### config.mk
export PLATFORM = sky130hd
export DESIGN_NAME = rev_wallace_mul
export DESIGN_NICKNAME = d
export VERILOG_FILES = /design/src/rtl/rev_wallace_mul.sv
export SDC_FILE = /design/constraint.sdc
export NUM_CORES = 1
export LEC_CHECK = 0
export BUFFER_PORTS_ARGS = -buffer_cell sky130_fd_sc_hd__buf_2
export CORE_ASPECT_RATIO = 0.75
export CORE_MARGIN = 1
export CORE_UTILIZATION = 60
export DETAILED_ROUTE_END_ITERATION = 8
export GPL_TIMING_DRIVEN = 0
export PLACE_DENSITY = 0.89
export SLEW_MARGIN = 20
export SYNTH_ARGS = -nofsm -noshare
export SYNTH_HDL_FRONTEND = slang
export SYNTH_SLANG_ARGS = --single-unit
### constraint.sdc
create_clock -name vclk -period 24.9
set_input_delay 3.735 -clock vclk [all_inputs]
set_output_delay 3.735 -clock vclk [all_outputs]
set_load 0.005 [all_outputs]
### src/rtl/rev_wallace_mul.sv
module rev_wallace_mul #(
  parameter int N = 8
) (
  input  logic [N-1:0]   a,
  input  logic [N-1:0]   b,
  output logic [2*N-1:0] prod
);
  localparam int W = 2 * N;

  function automatic int next_rows(input int r);
    return 2 * (r / 3) + r % 3;
  endfunction

  function automatic int rows_at(input int n, input int l);
    int r = n;
    for (int i = 0; i < l; i++) r = next_rows(r);
    return r;
  endfunction

  function automatic int depth(input int n);
    int r = n;
    int d = 0;
    while (r > 2) begin
      r = next_rows(r);
      d++;
    end
    return d;
  endfunction

  localparam int LV = depth(N);

  function automatic logic [1:0] feynman(input logic x, input logic y);
    return {x, x ^ y};
  endfunction

  function automatic logic [2:0] toffoli(input logic x, input logic y, input logic z);
    return {x, y, (x & y) ^ z};
  endfunction

  function automatic logic [2:0] peres(input logic x, input logic y, input logic z);
    return {x, x ^ y, (x & y) ^ z};
  endfunction

  function automatic logic [3:0] tsg(input logic x, input logic y, input logic z, input logic w);
    return {x, x ^ y, x ^ y ^ w, ((x ^ y) & w) ^ (x & y) ^ z};
  endfunction

  logic [N-1:0] a_chain [N];
  logic [N-1:0] a_copy  [N];
  logic [N-1:0] b_chain [N];
  logic [N-1:0] b_copy  [N];

  for (genvar i = 0; i < N; i++) begin : g_fan
    assign a_chain[i][0] = a[i];
    assign b_chain[i][0] = b[i];
    for (genvar k = 0; k < N - 1; k++) begin : g_cp
      assign {a_chain[i][k+1], a_copy[i][k]} = feynman(a_chain[i][k], 1'b0);
      assign {b_chain[i][k+1], b_copy[i][k]} = feynman(b_chain[i][k], 1'b0);
    end
    assign a_copy[i][N-1] = a_chain[i][N-1];
    assign b_copy[i][N-1] = b_chain[i][N-1];
  end

  for (genvar l = 0; l <= LV; l++) begin : lay
    localparam int RC = rows_at(N, l);
    logic [W-1:0] r [RC];

    if (l == 0) begin : g_pp
      for (genvar j = 0; j < N; j++) begin : g_row
        for (genvar k = 0; k < W; k++) begin : g_col
          if (k >= j && k < j + N) begin : g_and
            logic unused_p, unused_q;
            assign {unused_p, unused_q, r[j][k]} = toffoli(a_copy[k-j][j], b_copy[j][k-j], 1'b0);
          end else begin : g_zero
            assign r[j][k] = 1'b0;
          end
        end
      end
    end else begin : g_red
      localparam int PR = rows_at(N, l - 1);
      localparam int G  = PR / 3;
      for (genvar g = 0; g < G; g++) begin : g_grp
        assign r[2*g+1][0] = 1'b0;
        for (genvar k = 0; k < W; k++) begin : g_col
          logic unused_p, unused_q, s, c;
          assign {unused_p, unused_q, s, c} =
            tsg(lay[l-1].r[3*g][k], lay[l-1].r[3*g+1][k], 1'b0, lay[l-1].r[3*g+2][k]);
          assign r[2*g][k] = s;
          if (k < W - 1) begin : g_keep
            assign r[2*g+1][k+1] = c;
          end else begin : g_drop
            logic unused_c;
            assign unused_c = c;
          end
        end
      end
      for (genvar t = 0; t < PR % 3; t++) begin : g_pass
        assign r[2*G+t] = lay[l-1].r[3*G+t];
      end
    end
  end

  logic [W-1:0] row_s;
  logic [W-1:0] row_c;
  logic [W-1:0] cy;

  assign row_s = lay[LV].r[0];
  assign row_c = lay[LV].r[1];

  logic unused_h;
  assign {unused_h, prod[0], cy[1]} = peres(row_s[0], row_c[0], 1'b0);
  assign cy[0] = 1'b0;

  for (genvar k = 1; k < W; k++) begin : g_rip
    logic unused_p, unused_q, c;
    assign {unused_p, unused_q, prod[k], c} = tsg(row_s[k], row_c[k], 1'b0, cy[k]);
    if (k < W - 1) begin : g_keep
      assign cy[k+1] = c;
    end else begin : g_drop
      logic unused_c;
      assign unused_c = c ^ cy[0];
    end
  end
endmodule

==> results.txt, run 1 <==
final-report hold violation count: 0
post-detail-place hpwl: 2710 µm
mean post-synth cell area: 9.44 µm²
largest net degree at the start of global routing: 9
core area: 0.00262 mm²
initial antenna violation count: 0
antenna cell count: 0
Internal: 0.0481 mW
max_slew headroom: 89.2%
routed vias/inst: 5.01
die height: 47.6 µm
nets@finish: 289
Largest delay share family, worst path: adder cells
Max Cap Viol: 0
final wirelength: 3010 µm
max incr delay on CP: 510 ps
Setup TNS: 0 ps
Critical Path Sink: prod[15]
power share of the sequential group: 0%
port bufs: 32
cell area after layout: 0.00187 mm²
CP required: 21160 ps
Slowest cell on crit path: fa_1
Die Width: 62.8 µm
Max Slew Vio Count: 0
io pins: 32
final setup vio count: 0
most numerous cell in the Yosys netlist: fa_1
VDD IR max: 0.0000427 V
1st-iter DRT viols: 53
synthesized cell area: 0.00166 mm²
post-placement cell area: 0.00187 mm²
CP most frequent cell: fa_1
Syn Inst Count: 176
Logic pwr share: 100.0%
min-delay src: a[0]
Hold-fix buffers, CTS: 0
syn nets: 255
Switching Share: 50.5%
Die Area: 0.00299 mm²
sequential cells: 0
worst setup path start: b[5]
run status: finished clean
GR Util All Layers: 24.3%
Post-synth top cells: fa_1 (47), inv_1 (43), nand2_1 (35), and2_1 (29), ha_1 (16)
PostCTS Resize Cnt: 0
Buf/Inv on CP: 4
Max Clk Rate: 73.5 MHz
clock network fraction of design power: 0%
first-pass GRT wire length: 5470 µm
storage element area: 0 µm²
Final Wtd Congestion: 0.835
Synth cell types: 7
Final Critical Period: 13610 ps
area grow syn2layout: 12.3%
Setup Buffers After CTS: 0
stages on the worst setup path: 20
Synth top area share: 56.6%
Seq/Total Area, Yosys: 0%
mean routed wirelength per cell: 12.4 µm
DRC: 0
synth warn: 0
DRT Pass-1 Iters: 4
effective utilization at floorplan: 63.4%
vias in the first global route: 1195
clkbuf count: 0
period utilization: 54.6%
Worst Path Max Fanout: 8
kind of critical path: in -> out
worst endpoint data arrival time: 9870 ps
P_leak: 0.922 nW
Worst-Margin Slew: 162 ps
ranking of synthesized cells by area: fa_1 (57%), ha_1 (12%), and2_1 (11%), inv_1 (9.7%), nand2_1 (7.9%)
Crit. End Element: output pin
share of cells above drive strength 1: 17.8%
num rows: 16
crit start category: input port
Yosys top cell by area: fa_1
cells along the critical path: buf_2 > nand2_1 > fa_1 > fa_1 > fa_1 > inv_1 > ha_1 > ha_1 > inv_1 > fa_1 > fa_1 > fa_1 > fa_1 > fa_1 > fa_1 > fa_1 > fa_1 > fa_1 > xnor2_1 > buf_2
PwrDens: 52.1 mW/mm²
Via Count: 1222
total gr overflow: 0
switching power total: 0.0491 mW
Final ANT Viol Nets: 0
RSZ-0062 raised after global routing: false
hold crit path type: in -> out
## layer usage
metal / GRT usage, % / share of wire, % / vias to the layer above
met3: 1.67 / 3.6 / 2
met4: 1.40 / 0.30 / 0
met1: 35.7 / 47 / 628
met5: 0 / 0 / -
met2: 43.0 / 49 / 31
li1: - / - / 561
## final cells by class
type                            count  area (µm²)
Fill cell                         218         756
Buffer                              5        37.5
Multi-Input combinational cell    128        1460
Inverter                           43         161
Timing Repair Buffer               32         160
Tap cell                           36        45.0
## power by group through the flow
stage	Sequential [mW]	Clock, mW	Combinational (mW)
5_1_grt	0	0	0.117
3_5_place_dp	0	0	0.0993
6_report	0	0	0.0972
4_1_cts	0	0	0.100
2_1_floorplan	0	0	0.0644
3_3_place_gp	0	0	0.0964
## layout by cell type (no fill, tap or decap), drive strengths merged
master | Yosys | routed
nand2 | 35 | 35
ha | 16 | 16
fa | 47 | 47
and2 | 29 | 29
inv | 43 | 43
buf | 5 | 37
xnor2 | 1 | 1
## stage by stage
stage	power (mW)	utilization, %	hold WS, ps	worst slack, ps	instances
floorplan	0.0644	-	7660	11800	176
global placement	0.0964	71.2	7940	11310	244
detailed placement	0.0993	71.2	7960	11270	244
CTS	0.100	71.2	7960	11250	244
global route	0.117	71.2	8000	11020	244
finish	0.0972	71.2	7960	11290	244
## cell families (layout without fill, tap and decap cells)
group | after synthesis | count (layout) | synth area share [%]
simple gates | 64 | 64 | 18.8
fa+ha+maj | 63 | 63 | 68.7
buf+inv | 48 | 80 | 12.0
xor+xnor | 1 | 1 | 0.527
## worst min-delay path by stage
| stage | end | cells after the start |
|---|---|---|
| floorplan | prod[0] | 2 |
| global placement | prod[0] | 4 |
| detailed placement | prod[0] | 4 |
| CTS | prod[0] | 4 |
| global route | prod[0] | 4 |
| finish | prod[0] | 4 |
(Power assumes the default switching activity.)
==> inputs of run 2 (changes only) <==
- CORE_UTILIZATION: 60 -> 54
- PLACE_DENSITY: 0.89 -> 0.84
- clock period: 24.9 -> 12.4 ns (I/O delays scaled with it)
==> run 2 against run 1 <==
- sequential share of layout area is the same
- combinational power increased by 100%
- largest cell class unchanged
- largest power group unchanged
- critical path depth did not move
- critical endpoint unchanged
- global-route usage decreased by 3.5 points
==> results.txt, run 2 (synthesis gave the netlist of run 1 again) <==
core area: 0.00294 mm² (+12%)
share of cells above drive strength 1: 17.8% (unchanged)
Hold-fix buffers, CTS: 0 (unchanged)
kind of critical path: in -> out
1st-iter DRT viols: 44 (-17%)
Via Count: 1179 (-3.5%)
Max Clk Rate: 101 MHz
Crit. End Element: output pin
Core Util, Final: 63.7% (-7.5 points)
clkbuf count: 0 (unchanged)
initial antenna violation count: 0 (unchanged)
filler cell count: 239 (+9.6%)
storage element area: 0 µm² (unchanged)
CP required: 10540 ps (-10620 ps)
Worst-Margin Slew: 178 ps (+15.9 ps)
most frequent cells in the layout: fa_1 (47), inv_1 (43), nand2_1 (35)
effective utilization at floorplan: 56.6% (-6.8 points)
Die Width: 66.1 µm (+5.2%)
Worst Path Max Fanout: 8 (unchanged)
hold crit path type: in -> out
largest net degree at the start of global routing: 9 (unchanged)
final setup vio count: 0 (unchanged)
sequential cells: 0 (unchanged)
Setup TNS: 0 ps (unchanged)
Final WS setup: 2510 ps (-8790 ps)
nets@finish: 289 (unchanged)
Max Slew Vio Count: 0 (unchanged)
num rows: 17 (+1)
P_leak: 0.922 nW (unchanged)
PnR Total Power: 0.196 mW (+100%)
io pins: 32 (unchanged)
cell area after layout: 0.00187 mm² (+0.13%)
Die Area: 0.00331 mm² (+11%)
mean routed wirelength per cell: 11.9 µm (-3.3%)
vias in the first global route: 1194 (-0.084%)
die height: 50.0 µm (+5.2%)
PwrDens: 105 mW/mm² (+100%)
first-pass GRT wire length: 5240 µm (-4.1%)
port bufs: 32 (unchanged)
total gr overflow: 0 (unchanged)
post-detail-place hpwl: 2610 µm (-4.0%)
DRC: 0 (unchanged)
period utilization: 79.8%
DRT Pass-1 Iters: 4 (unchanged)
Final Wtd Congestion: 0.803 (-3.9%)
crit start category: input port
run status: finished clean
worst endpoint data arrival time: 8030 ps (-1840 ps)
VDD IR max: 0.0000955 V (+120%)
dpl ws: 2470 ps (-8800 ps)
Final Critical Period: 9890 ps
PostCTS Resize Cnt: 0 (unchanged)
Setup Buffers After CTS: 0 (unchanged)
RSZ-0062 raised after global routing: false
antenna cell count: 0 (unchanged)
max_slew headroom: 88.1% (-1.1 points)
area grow syn2layout: 12.5%
Max Cap Viol: 0 (unchanged)
routed vias/inst: 4.79 (-4.3%)
most common cell after layout, fill and taps aside: fa_1
GR Util All Layers: 20.8% (-3.5 points)
final wirelength: 2940 µm (-2.6%)
final-report hold violation count: 0 (unchanged)
post-placement cell area: 0.00187 mm² (+0.13%)
Final ANT Viol Nets: 0 (unchanged)
run 2: per-stage QoR:
stage                     instances  hold WS, ps
after global routing            246         4250
after global placement          246         4190
after CTS                       246         4210
after floorplan                 176         3910
after detailed placement        246         4210
final                           246         4200
run 2: power breakdown:
part           internal [mW]  total, mW  leakage (nW)  switching, mW
combinational         0.0971      0.196         0.922         0.0989
clock                      0          0             0              0
sequential                 0          0             0              0
total                 0.0971      0.196         0.922         0.0989
run 2: worst paths after layout:
kind  cells past startpoint  slack [ps]       end  from
max                      20        2510  prod[15]  b[5]
min                       4        4200   prod[0]  a[0]
run 2: worst max-delay path: stages:
cell	delay (ps)
buf_2	160
nand2_1	100
fa_1	510
fa_1	510
fa_1	490
inv_1	40
ha_1	270
ha_1	140
inv_1	50
fa_1	430
fa_1	400
fa_1	400
fa_1	400
fa_1	390
fa_1	400
fa_1	390
fa_1	430
fa_1	390
xnor2_1	130
buf_2	120
run 2: layer usage:
| metal | share of wire (%) | wire length, µm | vias to the layer above | track usage, % |
|---|---|---|---|---|
| met5 | 0 | 0 | - | 0 |
| met4 | 0 | 0 | 0 | 0 |
| met3 | 2.2 | 65 | 0 | 0.463 |
| met2 | 49 | 1450 | 22 | 35.4 |
| met1 | 48 | 1420 | 595 | 31.8 |
| li1 | - | - | 562 | - |
run 2: final cells by class:
type,count,area [µm²],share of cell area (%)
multi-input combinational,128,1460,78.2
inverter,43,161,8.63
tap,38,47.5,2.54
buffer,5,37.5,2.01
timing repair buffer,32,160,8.57
